===== config.mk =====
export PLATFORM = sky130hd
export DESIGN_NAME = ts_tmr
export DESIGN_NICKNAME = d
export VERILOG_FILES = /design/src/rtl/ts_tmr.sv
export SDC_FILE = /design/constraint.sdc
export NUM_CORES = 1
export LEC_CHECK = 0
export CORE_UTILIZATION = 40
export CTS_CLUSTER_DIAMETER = 200
export CTS_CLUSTER_SIZE = 20
export DETAILED_ROUTE_END_ITERATION = 6
export GPL_ROUTABILITY_DRIVEN = 1
export MAX_ROUTING_LAYER = met4
export PLACE_DENSITY = 0.61
export RECOVER_POWER = 25
export SYNTH_ARGS = -nofsm -noshare
export SYNTH_HDL_FRONTEND = slang
export SYNTH_SLANG_ARGS = --single-unit

===== constraint.sdc =====
create_clock -name clk -period 2.2 [get_ports clk]
set_clock_uncertainty 0.2 [all_clocks]
set_input_delay 0.22 -clock clk [delete_from_list [all_inputs] [get_ports clk]]
set_output_delay 0.22 -clock clk [all_outputs]
set_load 0.005 [all_outputs]

===== src/rtl/ts_tmr.sv =====
module ts_tmr #(
  parameter int W = 8
) (
  input  logic         clk,
  input  logic         rst_n,
  input  logic         hit_in,
  output logic [W-1:0] ts_out,
  output logic         ts_valid,
  output logic         ts_mismatch
);

  logic [W-1:0] bin_a, bin_b, bin_c;
  logic [W-1:0] gry_a, gry_b, gry_c;
  logic [W-1:0] lat_a, lat_b, lat_c;
  logic [W-1:0] voted;
  logic         hit_s1, hit_s2, hit_s3;
  logic         busy, take;

  always_ff @(posedge clk or negedge rst_n)
    if (!rst_n) bin_a <= '0;
    else        bin_a <= bin_a + 1'b1;

  always_ff @(posedge clk or negedge rst_n)
    if (!rst_n) bin_b <= '0;
    else        bin_b <= bin_b + 1'b1;

  always_ff @(posedge clk or negedge rst_n)
    if (!rst_n) bin_c <= '0;
    else        bin_c <= bin_c + 1'b1;

  assign gry_a = bin_a ^ (bin_a >> 1);
  assign gry_b = bin_b ^ (bin_b >> 1);
  assign gry_c = bin_c ^ (bin_c >> 1);

  always_ff @(posedge clk or negedge rst_n)
    if (!rst_n) {hit_s1, hit_s2, hit_s3} <= 3'b000;
    else        {hit_s1, hit_s2, hit_s3} <= {hit_in, hit_s1, hit_s2};

  assign take = hit_s2 & ~hit_s3 & ~busy;

  always_ff @(posedge clk or negedge rst_n)
    if (!rst_n) begin
      lat_a <= '0;
      lat_b <= '0;
      lat_c <= '0;
      busy  <= 1'b0;
    end else begin
      busy <= take;
      if (take) begin
        lat_a <= gry_a;
        lat_b <= gry_b;
        lat_c <= gry_c;
      end
    end

  assign voted = (lat_a & lat_b) | (lat_a & lat_c) | (lat_b & lat_c);

  always_ff @(posedge clk or negedge rst_n)
    if (!rst_n) begin
      ts_out      <= '0;
      ts_valid    <= 1'b0;
      ts_mismatch <= 1'b0;
    end else begin
      ts_valid    <= busy;
      ts_mismatch <= busy & ((lat_a != lat_b) | (lat_a != lat_c));
      if (busy) ts_out <= voted;
    end

  assert_valid_pulse_R4: assert property (@(posedge clk) disable iff (!rst_n)
    ts_valid |=> !ts_valid);

  assert_valid_after_latch_R3: assert property (@(posedge clk) disable iff (!rst_n)
    ts_valid |-> $past(busy));

  assert_mismatch_with_valid_R7: assert property (@(posedge clk) disable iff (!rst_n)
    ts_mismatch |-> ts_valid);

  assert_out_hold_R8: assert property (@(posedge clk) disable iff (!rst_n)
    !ts_valid |-> $stable(ts_out));

  assert_one_capture_per_edge_R5: assert property (@(posedge clk) disable iff (!rst_n)
    busy |=> !busy);

endmodule


==> metrics.txt <==
DR vias 1529; H-tree depth 3; I/O Buffers 12; Net Sw Power 585 uW; initial antenna violation count 0; register area share after synthesis 0.567; clock-pin slew on the worst setup and hold paths 0.08 ns; drt wl/cell 15.0 um; worst-path fanout max 25; final setup violation count 0; clock share of power 0.432; Clock Tree Root clkbuf_8; vias in the first global route 1650; WHS Path Cells 0; dpl cell area 2940 sq um; static leakage 0.00146 uW; io pins 13; Tot Pwr 2570 uW; combinational share of power 0.085; area grow syn2layout 15.7%; min Tclk post-route 1.63 ns; Die Area 7180 sq um; internal power 1980 uW; Reg2Reg Setup Slack 0.57 ns; Core ar. 6490 sq um; worst reg2reg startpoint hit_s3; Netlist Area Pre-Place 2740 sq um; Yosys cell types 17; Worst Max-Slew Pin Slew 0.798 ns; gp weighted congestion 0.772; gr usage total 0.160; Tcrit/Tclk final 0.739; hold crit path type flip-flop to flip-flop; Synth Net Count 231; Slew HR 0.468; hold path startpoint hit_s1; worst hold endpoint hit_s2; Mapped Avg Cell Area 14.1 sq um; Detailed Routing Iterations Pass 1 4; max incr delay on CP 0.40 ns; unrepaired setup endpoints after global routing no; ANT nets after route 0; Critical R2R Capture lat_a[6]; layout cell share with drive strength beyond 1 0.197; total of max-cap violations 0; TritonCTS clock tree built; Die H 84.7 um; Final TNS setup 0 ns; Congestion Overflow GR 0; post-synthesis register bit count 62; Initial Util 0.421; final hold violations 0; Critical Path, Cell by Cell nor3b_4 > buf_4 > mux2_2; Syn Inst Count 194; Reg2Reg Depth 3; Peak VDD IR 0.556 mV; Post-CTS Setup Bufs 0; clock latency on the worst-skew pair 0.34 ns; sw frac 0.228; Routed WL 4510 um; Initial DRC Count 77; clk sinks 62; Cells after DPL 283; crit path launch type flip-flop; setup ws final 0.573 ns; pin count of the biggest net entering global routing 36; Antenna diodes 0; routed vias/inst 5.10; Worst Setup Path Type flip-flop to flip-flop; fin cells 300; outcome finished clean; Fmax achieved 0.615 GHz; Slowest-stage cell, CP dfrtp_1; hpwl dp 3190 um; pre-CTS WS 0.579 ns; Slew Limit Fails 0; final instance area 3170 sq um; DIE WIDTH 84.7 um; Worst EP required 2.22 ns; yosys synthesis warning count 0; std cell rows 29; crit end category flip-flop; first-pass GRT wire length 8250 um; DRC viols 0; Crit path arrival time 1.65 ns; Fillers 583; clock buffer depth 2; sequential power share 0.483; number of buffers created by CTS 9; pwr dens 812 nW/um^2; Nets 255
## cells in the mapped netlist
cell type	number	area (sq um)
inv_1	4	15.0
xor2_1	6	52.6
clkbuf_1	1	3.75
a21oi_1	8	40.0
buf_6	3	33.8
nand3_1	6	30.0
a211oi_1	8	60.1
ha_1	34	425
nor3b_4	1	18.8
nor4_1	4	25.0
nor2_1	8	30.0
a41oi_1	1	8.76
nand2_1	6	22.5
mux2_2	24	270
dfrtp_1	62	1550
xnor2_1	15	131
nand4_1	3	18.8
## area by class of cell
| cell class | instances | area [sq um] | share of cell area |
|---|---|---|---|
| inverter | 4 | 15.0 | 0.00474 |
| tap | 77 | 96.3 | 0.0304 |
| clock buffer | 10 | 138 | 0.0435 |
| sequential | 62 | 1550 | 0.490 |
| timing repair buffer | 17 | 148 | 0.0466 |
| clock inverter | 6 | 85.1 | 0.0269 |
| multi-input combinational | 124 | 1130 | 0.358 |
## routing by layer
| metal | vias to the layer above | part of all wire | GRT usage | wire length [um] |
|---|---|---|---|---|
| li1 | 741 | - | - | - |
| met1 | 757 | 0.51 | 0.220 | 2310 |
| met2 | 24 | 0.44 | 0.217 | 1970 |
| met3 | 7 | 0.039 | 0.0619 | 177 |
| met4 | 0 | 0.014 | 0.0508 | 65 |
| met5 | - | 0 | - | 0 |
## metrics by stage
step,hold slack (ns),util
2_1_floorplan,-0.276,-
3_3_place_gp,0.0683,0.453
3_5_place_dp,0.0678,0.453
4_1_cts,0.104,0.489
5_1_grt,0.175,0.488
6_report,0.152,0.488
## placed cells by master, fill, tap and decap left out
cell / n
a211oi_1: 8
a21oi_1: 8
a41oi_1: 1
buf_4: 2
bufinv_16: 2
clkbuf_1: 2
clkbuf_2: 1
clkbuf_8: 10
clkdlybuf4s50_1: 10
clkinv_2: 2
clkinvlp_4: 2
dfrtp_1: 62
dlygate4sd3_1: 2
ha_1: 34
inv_1: 4
mux2_2: 24
nand2_1: 6
nand3_1: 6
nand4_1: 3
nor2_1: 8
nor3b_4: 1
nor4_1: 4
xnor2_1: 15
xor2_1: 6
## logic make-up (layout without fill, tap and decap cells)
kind of cell,Yosys count,in the layout,synth area share
AND/OR/NAND/NOR,28,28,0.0530
flip-flops,62,62,0.567
adder cells (fa/ha/maj),34,34,0.155
AO/OA/AOI/OAI,17,17,0.0398
multiplexers,24,24,0.0987
buffers and inverters,8,37,0.0192
XOR/XNOR,21,21,0.0672
## sequential cells by signal, indices dropped and copies added (netlist names)
register	flops
bin_a	8
bin_b	8
bin_c	8
busy	1
hit_s1	1
hit_s2	1
hit_s3	1
lat_a	8
lat_b	8
lat_c	8
ts_mismatch	1
ts_out	8
ts_valid	1
## worst max-delay path by stage
stage | from | endpoint | slack [ns] | depth (start not counted)
6_report | hit_s3 | lat_a[6] | 0.57 | 3
5_1_grt | busy | ts_mismatch | 0.38 | 3
4_1_cts | hit_s3 | lat_a[6] | 0.56 | 3
3_5_place_dp | lat_a[0] | ts_mismatch | 0.58 | 3
3_3_place_gp | lat_a[0] | ts_mismatch | 0.58 | 3
2_1_floorplan | busy | lat_b[0] | 0.55 | 4
## power groups by stage
stage,Sequential (uW),Combinational [uW],Clock (uW)
after global routing,1250,256,1190
after CTS,1240,227,1150
after global placement,1260,221,0
final,1240,217,1110
after detailed placement,1260,221,0
after floorplan,1260,118,0
## worst max-delay path, delay by kind of cell, from the launching register on
kind	cells	cell delay (ns)
simple gates	1	0.18
buf+inv	1	0.33
flops	1	0.40
mux	1	0.38
## timing repair
| item | CTS | global route |
|---|---|---|
| hold buffers | 1 | 0 |
| resized for setup | 0 | 0 |
| endpoints found under the hold margin | 62 | 0 |
No activity file was read; power rests on OpenSTA's default activity.
